$ cat config.mk
export PLATFORM = sky130hd
export DESIGN_NAME = serialRegLoader
export DESIGN_NICKNAME = d
export VERILOG_FILES = /design/src/rtl/serialRegLoader_pkg.sv /design/src/rtl/serialRegLoader_filter.sv /design/src/rtl/serialRegLoader_ctrl.sv /design/src/rtl/serialRegLoader_data.sv /design/src/rtl/serialRegLoader.sv
export SDC_FILE = /design/constraint.sdc
export NUM_CORES = 1
export LEC_CHECK = 0
export BUFFER_PORTS_ARGS = -buffer_cell sky130_fd_sc_hd__buf_2
export CAP_MARGIN = 5
export CORE_AREA = 4 4 116 118
export DETAILED_ROUTE_END_ITERATION = 7
export DIE_AREA = 0 0 120 122
export PLACE_DENSITY = 0.56
export SETUP_SLACK_MARGIN = 0.05
export SLEW_MARGIN = 20
export SYNTH_ARGS = -nofsm -noshare
export SYNTH_HDL_FRONTEND = slang
export SYNTH_HIERARCHICAL = 1
export SYNTH_SLANG_ARGS = --single-unit
$ cat constraint.sdc
create_clock -name clk -period 2.7 [get_ports clk]
set_input_delay 0.675 -clock clk [delete_from_list [all_inputs] [get_ports clk]]
set_output_delay 0.675 -clock clk [all_outputs]
set_load 0.05 [all_outputs]
$ cat src/rtl/serialRegLoader_pkg.sv
package serialRegLoader_pkg;

  typedef enum logic [2:0] {
    ST_IDLE,
    ST_DEVICE,
    ST_FUNC,
    ST_DATA,
    ST_SKIP
  } rxState_t;

  // strobes from the control to the datapath
  typedef struct packed {
    logic shiftEn;
    logic bitVal;
    logic loadByte;
    logic commitCc;
    logic commitCtrl;
  } loadCtl_t;

  localparam logic [31:0] CTRL_RESET_WORD = 32'hC000_0000;
  localparam logic [31:0] PRESET_WORD_1   = 32'hC800_0000;
  localparam logic [31:0] PRESET_WORD_2   = 32'hD000_0000;
  localparam logic [31:0] PRESET_WORD_3   = 32'hDC0C_0000;

  function automatic logic [31:0] presetWord(input logic [1:0] sel);
    logic [31:0] w;
    case (sel)
      2'd1:    w = PRESET_WORD_1;
      2'd2:    w = PRESET_WORD_2;
      2'd3:    w = PRESET_WORD_3;
      default: w = CTRL_RESET_WORD;
    endcase
    return w;
  endfunction

endpackage

$ cat src/rtl/serialRegLoader_filter.sv
module serialRegLoader_filter #(
  parameter int FILT_LEN = 3
) (
  input  logic clk,
  input  logic rstN,
  input  logic lineIn,
  output logic lineOut
);
  localparam int CNT_W = $clog2(FILT_LEN + 1);

  logic syncA, syncB;
  logic [CNT_W-1:0] runCnt;

  always_ff @(posedge clk or negedge rstN) begin
    if (!rstN) begin
      syncA <= 1'b1;
      syncB <= 1'b1;
    end else begin
      syncA <= lineIn;
      syncB <= syncA;
    end
  end

  // the output follows only after FILT_LEN consecutive differing samples
  always_ff @(posedge clk or negedge rstN) begin
    if (!rstN) begin
      lineOut <= 1'b1;
      runCnt  <= '0;
    end else if (syncB == lineOut) begin
      runCnt <= '0;
    end else if (runCnt == CNT_W'(FILT_LEN - 1)) begin
      lineOut <= syncB;
      runCnt  <= '0;
    end else begin
      runCnt <= runCnt + 1'b1;
    end
  end

  // a new filtered level is one the synchroniser presented
  a_r8_filter_settles: assert property (@(posedge clk) disable iff (!rstN)
    (lineOut != $past(lineOut)) |-> ($past(syncB) == lineOut));

endmodule

$ cat src/rtl/serialRegLoader_ctrl.sv
module serialRegLoader_ctrl
  import serialRegLoader_pkg::*;
#(
  parameter int          DATA_W    = 32,
  parameter int          BYTE_W    = 8,
  parameter logic [7:0]  DEV_ADDR  = 8'hB4,
  parameter logic [7:0]  CC_FUNC   = 8'h00,
  parameter logic [7:0]  CTRL_FUNC = 8'h03
) (
  input  logic              clk,
  input  logic              rstN,
  input  logic              sclF,
  input  logic              sdaF,
  input  logic [BYTE_W-1:0] byteIn,
  output loadCtl_t          ctl
);
  localparam int NBYTES = DATA_W / BYTE_W;
  localparam int BIT_W  = $clog2(BYTE_W + 1);
  localparam int BYTE_CW = (NBYTES > 1) ? $clog2(NBYTES) : 1;
  localparam logic [BIT_W-1:0]   ACK_BIT   = BIT_W'(BYTE_W);
  localparam logic [BYTE_CW-1:0] LAST_BYTE = BYTE_CW'(NBYTES - 1);

  rxState_t             state;
  logic                 sclQ, sdaQ;
  logic [BIT_W-1:0]     bitCnt;
  logic [BYTE_CW-1:0]   byteCnt;
  logic                 bankCtrl;

  logic startDet, stopDet, sclRise, activeSt, ackClk;

  assign startDet = sclF && sclQ && sdaQ && !sdaF;
  assign stopDet  = sclF && sclQ && !sdaQ && sdaF;
  assign sclRise  = sclF && !sclQ;
  assign activeSt = (state == ST_DEVICE) || (state == ST_FUNC) || (state == ST_DATA);
  assign ackClk   = sclRise && activeSt && (bitCnt == ACK_BIT);

  always_comb begin
    ctl.shiftEn    = sclRise && activeSt && (bitCnt != ACK_BIT);
    ctl.bitVal     = sdaF;
    ctl.loadByte   = ackClk && (state == ST_DATA) && (byteCnt != LAST_BYTE);
    ctl.commitCc   = ackClk && (state == ST_DATA) && (byteCnt == LAST_BYTE) && !bankCtrl;
    ctl.commitCtrl = ackClk && (state == ST_DATA) && (byteCnt == LAST_BYTE) && bankCtrl;
  end

  always_ff @(posedge clk or negedge rstN) begin
    if (!rstN) begin
      sclQ <= 1'b1;
      sdaQ <= 1'b1;
    end else begin
      sclQ <= sclF;
      sdaQ <= sdaF;
    end
  end

  always_ff @(posedge clk or negedge rstN) begin
    if (!rstN) begin
      state    <= ST_IDLE;
      bitCnt   <= '0;
      byteCnt  <= '0;
      bankCtrl <= 1'b0;
    end else if (startDet) begin
      state   <= ST_DEVICE;
      bitCnt  <= '0;
      byteCnt <= '0;
    end else if (stopDet) begin
      state <= ST_IDLE;
    end else if (sclRise && activeSt) begin
      if (bitCnt != ACK_BIT) begin
        bitCnt <= bitCnt + 1'b1;
      end else begin
        bitCnt <= '0;
        case (state)
          ST_DEVICE: state <= (byteIn == DEV_ADDR) ? ST_FUNC : ST_SKIP;
          ST_FUNC: begin
            if (byteIn == CC_FUNC) begin
              state    <= ST_DATA;
              bankCtrl <= 1'b0;
            end else if (byteIn == CTRL_FUNC) begin
              state    <= ST_DATA;
              bankCtrl <= 1'b1;
            end else begin
              state <= ST_SKIP;
            end
          end
          ST_DATA: begin
            if (byteCnt == LAST_BYTE) state <= ST_SKIP;
            byteCnt <= byteCnt + 1'b1;
          end
          default: state <= ST_SKIP;
        endcase
      end
    end
  end

  // never two destinations at once
  a_r7_single_commit: assert property (@(posedge clk) disable iff (!rstN)
    $onehot0({ctl.commitCc, ctl.commitCtrl, ctl.loadByte}));

  // a stop always ends the transfer
  a_r2_stop_idles: assert property (@(posedge clk) disable iff (!rstN)
    stopDet |=> (state == ST_IDLE));

  // after the last byte the receiver stays out of the data state until a start
  a_r10_skip_holds: assert property (@(posedge clk) disable iff (!rstN)
    ((state == ST_SKIP) && !startDet) |=> (state != ST_DATA));

endmodule

$ cat src/rtl/serialRegLoader_data.sv
module serialRegLoader_data
  import serialRegLoader_pkg::*;
#(
  parameter int DATA_W = 32,
  parameter int BYTE_W = 8
) (
  input  logic              clk,
  input  logic              rstN,
  input  loadCtl_t          ctl,
  input  logic [1:0]        presetSel,
  output logic [BYTE_W-1:0] byteOut,
  output logic [DATA_W-1:0] ccWord,
  output logic [DATA_W-1:0] ctrlWord,
  output logic              ccStrobe,
  output logic              ctrlStrobe
);
  localparam int STAGE_W = DATA_W - BYTE_W;

  logic [BYTE_W-1:0]  byteShift;
  logic [STAGE_W-1:0] stage;
  logic [DATA_W-1:0]  fullWord;

  assign byteOut  = byteShift;
  assign fullWord = {stage, byteShift};

  always_ff @(posedge clk or negedge rstN) begin
    if (!rstN) begin
      byteShift <= '0;
      stage     <= '0;
    end else begin
      if (ctl.shiftEn)  byteShift <= {byteShift[BYTE_W-2:0], ctl.bitVal};
      if (ctl.loadByte) stage     <= {stage[STAGE_W-BYTE_W-1:0], byteShift};
    end
  end

  always_ff @(posedge clk or negedge rstN) begin
    if (!rstN) begin
      ccWord   <= '0;
      ccStrobe <= 1'b0;
    end else begin
      ccStrobe <= ctl.commitCc;
      if (ctl.commitCc) ccWord <= fullWord;
    end
  end

  always_ff @(posedge clk or negedge rstN) begin
    if (!rstN) begin
      ctrlWord   <= DATA_W'(CTRL_RESET_WORD);
      ctrlStrobe <= 1'b0;
    end else begin
      ctrlStrobe <= ctl.commitCtrl && (presetSel == 2'd0);
      if (presetSel != 2'd0)  ctrlWord <= DATA_W'(presetWord(presetSel));
      else if (ctl.commitCtrl) ctrlWord <= fullWord;
    end
  end

  // the caption word never changes without its strobe
  a_r7_cc_with_strobe: assert property (@(posedge clk) disable iff (!rstN)
    (ccWord != $past(ccWord)) |-> ccStrobe);

  // bus changes of the control word come with their strobe
  a_r7_ctrl_with_strobe: assert property (@(posedge clk) disable iff (!rstN)
    ((ctrlWord != $past(ctrlWord)) && ($past(presetSel) == 2'd0)) |-> ctrlStrobe);

  // a selected preset forces its constant and blocks the strobe
  a_r9_preset_forces: assert property (@(posedge clk) disable iff (!rstN)
    (presetSel != 2'd0) |=> ((ctrlWord == DATA_W'(presetWord($past(presetSel)))) && !ctrlStrobe));

endmodule

$ cat src/rtl/serialRegLoader.sv
module serialRegLoader
  import serialRegLoader_pkg::*;
#(
  parameter int         DATA_W    = 32,
  parameter int         BYTE_W    = 8,
  parameter int         FILT_LEN  = 3,
  parameter logic [7:0] DEV_ADDR  = 8'hB4,
  parameter logic [7:0] CC_FUNC   = 8'h00,
  parameter logic [7:0] CTRL_FUNC = 8'h03
) (
  input  logic              clk,
  input  logic              rstN,
  input  logic              sclIn,
  input  logic              sdaIn,
  input  logic [1:0]        presetSel,
  output logic [DATA_W-1:0] ccWord,
  output logic [DATA_W-1:0] ctrlWord,
  output logic              ccStrobe,
  output logic              ctrlStrobe
);
  localparam int NLINES = 2;

  logic [NLINES-1:0] rawLines, cleanLines;
  logic [BYTE_W-1:0] curByte;
  loadCtl_t          ctl;

  assign rawLines = {sdaIn, sclIn};

  for (genvar i = 0; i < NLINES; i++) begin : g_filt
    serialRegLoader_filter #(.FILT_LEN(FILT_LEN)) u_filt (
      .clk(clk), .rstN(rstN), .lineIn(rawLines[i]), .lineOut(cleanLines[i])
    );
  end

  serialRegLoader_ctrl #(
    .DATA_W(DATA_W), .BYTE_W(BYTE_W), .DEV_ADDR(DEV_ADDR),
    .CC_FUNC(CC_FUNC), .CTRL_FUNC(CTRL_FUNC)
  ) u_ctrl (
    .clk(clk), .rstN(rstN), .sclF(cleanLines[0]), .sdaF(cleanLines[1]),
    .byteIn(curByte), .ctl(ctl)
  );

  serialRegLoader_data #(.DATA_W(DATA_W), .BYTE_W(BYTE_W)) u_data (
    .clk(clk), .rstN(rstN), .ctl(ctl), .presetSel(presetSel),
    .byteOut(curByte), .ccWord(ccWord), .ctrlWord(ctrlWord),
    .ccStrobe(ccStrobe), .ctrlStrobe(ctrlStrobe)
  );

endmodule

**Word-level counts from Yosys, hierarchy flattened**

Index checks and enable logic that the tools add are counted.

- Magnitude comparators: 0
- Div/mod/pow operators: 0
- Add/subtract/negate cells: 4
- Muxes and demuxes: 27
- $mul: 0
- Equal/unequal tests: 20
- Shift operators: 0
- Reductions and logical operators: 35
- Bitwise logic cells: 5

Operators with widths:

| cell | count |
|---|---|
| one-hot mux 29 bit (3 select lines) | 1 |
| two-way mux 32 bit | 2 |
| two-way mux 3 bit | 8 |
| two-way mux 2 bit | 9 |
| two-way mux 4 bit | 4 |
| logical AND 1 bit | 15 |
| equality test 2 bit, second input constant | 5 |
| nonzero test 2 bit | 5 |
| one-hot mux 3 bit (3 select lines) | 1 |
| equality test 8 x 2 -> 1 bit, second input constant | 1 |
| equality test 8 bit, second input constant | 1 |
| zero test 8 bit | 1 |
| adder 2 x 1 -> 2 bit, second input constant | 3 |
| equality test 3 x 2 -> 1 bit, second input constant | 2 |
| AND reduction 2 bit | 3 |
| AND reduction 6 bit | 1 |
| inverter 1 bit | 5 |
| adder 4 x 1 -> 4 bit, second input constant | 1 |
| equality test 4 bit, second input constant | 1 |
| zero test 1 bit | 4 |
| inequality test 2 x 1 -> 1 bit, second input constant | 2 |
| inequality test 4 x 2 -> 1 bit, second input constant | 1 |
| inequality test 4 bit, second input constant | 1 |
| AND reduction 4 bit | 1 |
| 10 further kinds | 13 |

- Output and inout port bits: 66
- Bits in registers: 120
- Latch bits: 0
- Bits of input ports: 6
- RAM bits: 0
- Logic and storage cells: 111
- Memory bits (read-only): 0
- Memories: 0

**Longest topological paths before layout**

- Depth in word-level cells: 10
- Mapped depth: 10
- Gate-level depth less buffers: 8

**By module**

Netlist, hierarchy kept.

By module, submodules not included:

| module | sequential area each (µm²) | area each (µm²) | times used | cells an instance |
|---|---|---|---|---|
| serialRegLoader_data | 2454.9 | 3788.6 | 1 | 245 |
| serialRegLoader_ctrl | 302.8 | 732.0 | 1 | 76 |
| serialRegLoader_filter | 128.9 | 178.9 | 2 | 10 |

**Worst setup path before layout**

Ideal clock, no wire load.

- Kind: reg-to-reg
- Start point: reg g_filt[0].u_filt.lineOut
- End point: reg u_data.ccWord[10]
- Clock period less this slack: 2.328 ns
- Library setup time: 0.125 ns
- Stages on the path, launching flop included: 9
- Buffers on the path: 3
- Arrival time: 2.203 ns
- Data required time: 2.575 ns
- Setup slack: 0.372 ns
- Cells stage by stage: dfstp_2 -> or3b_1 -> buf_6 -> nor4_4 -> nand2_1 -> nor2_1 -> clkbuf_2 -> buf_6 -> mux2_2

RTL lines:

| item | line | source |
|---|---|---|
| start: declaration | serialRegLoader_filter.sv:7 | `output logic lineOut` |
| start signal: assignment | serialRegLoader_filter.sv:32 | `lineOut <= syncB;` |
| end signal: assignment | serialRegLoader_data.sv:42 | `if (ctl.commitCc) ccWord <= fullWord;` |
| end: declaration | serialRegLoader_data.sv:12 | `output logic [DATA_W-1:0] ccWord,` |

==> results.tsv <==
metric	value	unit
gr-total-overflow	0	
synthAdderAreaFrac	0.769	%
clk_pin_slew	0.05	ns
min_period	2.42	ns
grt_antenna_before_repair	0	
cts_tree	yes	
place_area	5440	µm²
final_layout_size_suffix_gt1_share	45.3	%
grt_pass1_vias	3065	
power.density	835	nW/µm²
p_sw_share	26.3	%
setup_viol	0	
synthSimpleGateAreaFrac	8.39	%
fin_skew	0.0163	ns
clockPowerShare	43.9	%
comb_power_share	11.9	%
hold_viol_final	0	
cp_data_required_time	2.99	ns
syn_inst	341	
leakagePower	2.93	nW
slew_viol_final	0	
yosys-top-cells-area	dfrtp_1 56%, mux2_2 14%, mux2i_1 7.2%, dfstp_2 5.4%, nor2_1 2.5%	
row_count	41	
remaining_drc_errors	0	
synth-xor-area-share	0.718	%
wire_per_inst	16.1	µm
firstDrtPassIters	4	
place_inst	577	
grt_max_degree	50	
drtIter0Drc	135	
coreArea	12500	µm²
synth.yosys.warnings	6	
clock_latency	0.41	ns
pwr-share-seq	44.2	%
diodes	0	
synth_top_family_by_area	multiplexers	
viasPerCell	4.76	
outcome	finished clean	
fin_cells	611	
cts_hold_buf	0	
drv_cap	0	
avgSynthCellArea	14.3	µm²
cts_root_buf	clkbuf_16	
gp_congestion	0.721	
cts-buffers-inserted	17	
ys_seq_area_share	61.8	%
syn-num-nets	350	
synth_area_leader_cell	dfrtp_1	
io_buffer_count	71	
htree_levels	4	
synthMuxAreaShare	22.6	%
drtAntennaViolNets	0	
ys_seq_elements	120	
place_ws	0.196	ns
grt_first_pass_wirelength	16000	µm
final_area	6050	µm²
vias	2906	
crit_fanout	11	
fp.dieW	120	µm
p_int	3.72	mW
tns	0	ns
syn_area	4880	µm²
r2r_setup_slack	0.28	ns
finalNetCount	435	
tightest_slew	0.653	ns
crit_chain	or3b_4, nor4_4, nand2_1, nor2_4, buf_4, mux2_2	
yosys.area.top_type_share	56.4	%
grt_usage	14.3	%
cp_slowest_cell	dfstp_2	
slew_headroom	56.4	%
synth_compound_area_share	2.28	%
clockBufferDepth	2	
start_kind	flip-flop	
min_path_type	input port to asynchronous set/reset pin	
clock.fmax	0.413	GHz
hold_slack	0.282	ns
initial_core_util	39.1	%
die_height	122	µm
endpoint_kind	flip-flop	
rsz0062_at_grt	false	
arrival	2.71	ns
crit_type	flip-flop to flip-flop	
wl	9820	µm
area_delta_synth_final	23.9	%
ir_worst_vdd	0.000336	V
fin_crit_sh	89.6	%
pin_count	72	
dieArea	14600	µm²
clkSinkCount	120	
cp_top_family	simple AND/OR/NAND/NOR gates	
max_stage_delay	0.58	ns
hpwl	6690	µm
switching_power	1.33	mW
critPathBufInv	1	
worst_slack	0.281	ns
synth.distinct_cells	40	
==> per-layer routing <==
layer	share of wire (%)	vias to the layer above	wire length, µm	GRT usage [%]
li1	-	1364	-	-
met4	1.3	0	129	5.15
met5	0	-	0	0
met1	47	1470	4630	19.0
met2	47	62	4580	21.8
met3	4.8	10	476	4.87
==> metrics by stage <==
step	util [%]	total power [mW]
6_report	48.5	5.05
5_1_grt	48.5	5.28
4_1_cts	48.4	5.11
2_1_floorplan	-	2.67
3_5_place_dp	43.6	2.86
3_3_place_gp	43.6	2.83
==> synth_stat cells, drive strengths merged <==
cell and count:
a211oi 1, a21oi 5, a22o 1, and2 3
and3b 1, and4 1, buf 16, clkbuf 1
dfrtp 110, dfstp 10, ha 3, inv 3
mux2 66, mux2i 35, nand2 10, nand3 4
nand3b 2, nand4 2, nor2 34, nor2b 3
nor3 5, nor3b 5, nor4 2, o211a 1
o21ai 6, o21bai 2, o31ai 2, or2 2
or3b 1, xnor2 3, xor2 1
==> cells by family after synthesis <==
kind of cell | Yosys count
AO/OA/AOI/OAI | 18
XOR/XNOR | 4
adder cells (fa/ha/maj) | 3
buffers and inverters | 20
flip-flops | 120
multiplexers | 101
AND/OR/NAND/NOR | 75
==> power groups by stage <==
stage          logic (mW)  registers [mW]  clock network [mW]
3_5_place_dp        0.596            2.26                   0
2_1_floorplan       0.480            2.19                   0
3_3_place_gp        0.576            2.26                   0
6_report            0.602            2.23                2.22
5_1_grt             0.664            2.27                2.35
4_1_cts             0.601            2.23                2.28
==> sequential cells by signal, summed over array words and instances, names as in the netlist <==
signal                 flops
g_filt.u_filt/lineOut      2
g_filt.u_filt/runCnt       4
g_filt.u_filt/syncA        2
g_filt.u_filt/syncB        2
u_ctrl/bankCtrl            1
u_ctrl/bitCnt              4
u_ctrl/byteCnt             2
u_ctrl/sclQ                1
u_ctrl/sdaQ                1
u_ctrl/state               3
u_data/byteOut             8
u_data/ccStrobe            1
u_data/ccWord             32
u_data/ctrlStrobe          1
u_data/ctrlWord           32
u_data/stage              24
==> what timing repair did <==
| item | in CTS | in global routing |
|---|---|---|
| setup buffers | 0 | 2 |
| endpoints found under the setup margin | 0 | 9 |
| resized for setup | 0 | 1 |
==> placed cells by master (no fill, tap or decap), drive strengths merged <==
| cell type | Yosys | final |
|---|---|---|
| a211oi | 1 | 1 |
| a21oi | 5 | 5 |
| a22o | 1 | 1 |
| and2 | 3 | 3 |
| and3b | 1 | 1 |
| and4 | 1 | 1 |
| buf | 16 | 83 |
| bufinv | 0 | 2 |
| clkbuf | 1 | 21 |
| clkinv | 0 | 6 |
| clkinvlp | 0 | 2 |
| dfrtp | 110 | 110 |
| dfstp | 10 | 10 |
| ha | 3 | 3 |
| inv | 3 | 4 |
| mux2 | 66 | 66 |
| mux2i | 35 | 35 |
| nand2 | 10 | 10 |
| nand3 | 4 | 4 |
| nand3b | 2 | 2 |
| nand4 | 2 | 2 |
| nor2 | 34 | 34 |
| nor2b | 3 | 3 |
| nor3 | 5 | 5 |
| nor3b | 5 | 5 |
| nor4 | 2 | 2 |
| o211a | 1 | 1 |
| o21ai | 6 | 6 |
| o21bai | 2 | 2 |
| o31ai | 2 | 2 |
| or2 | 2 | 2 |
| or3b | 1 | 1 |
| xnor2 | 3 | 3 |
| xor2 | 1 | 1 |
==> path summary, 6_finish.rpt <==
| kind | end | start | cells after the start |
|---|---|---|---|
| worst max-delay path | u_data/ccWord[8]$_DFFE_PN0P_ | g_filt[0].u_filt/lineOut$_DFFE_PN1P_ | 6 |
| worst min-delay path | g_filt[1].u_filt/runCnt[0]$_DFF_PN0_ | rstN | 1 |
| worst max register to register | u_data/ccWord[8]$_DFFE_PN0P_ | g_filt[0].u_filt/lineOut$_DFFE_PN1P_ | 6 |
| worst min register to register | g_filt[0].u_filt/syncB$_DFF_PN1_ | g_filt[0].u_filt/syncA$_DFF_PN1_ | 0 |
| max in group asynchronous | u_data/byteOut[0]$_DFFE_PN0P_ | rstN | 2 |
| min in group clk | g_filt[0].u_filt/syncB$_DFF_PN1_ | g_filt[0].u_filt/syncA$_DFF_PN1_ | 0 |
==> cell type report <==
type                       instances  area, µm²
fill                            1131       6420
timing repair buffer              83        498
multi-input combinational        201       1710
clock inverter                    11        121
clock buffer                      21        470
tap                              172        215
sequential                       120       3020
inverter                           3       11.3
Note: power is estimated with default switching activity, not from simulation.
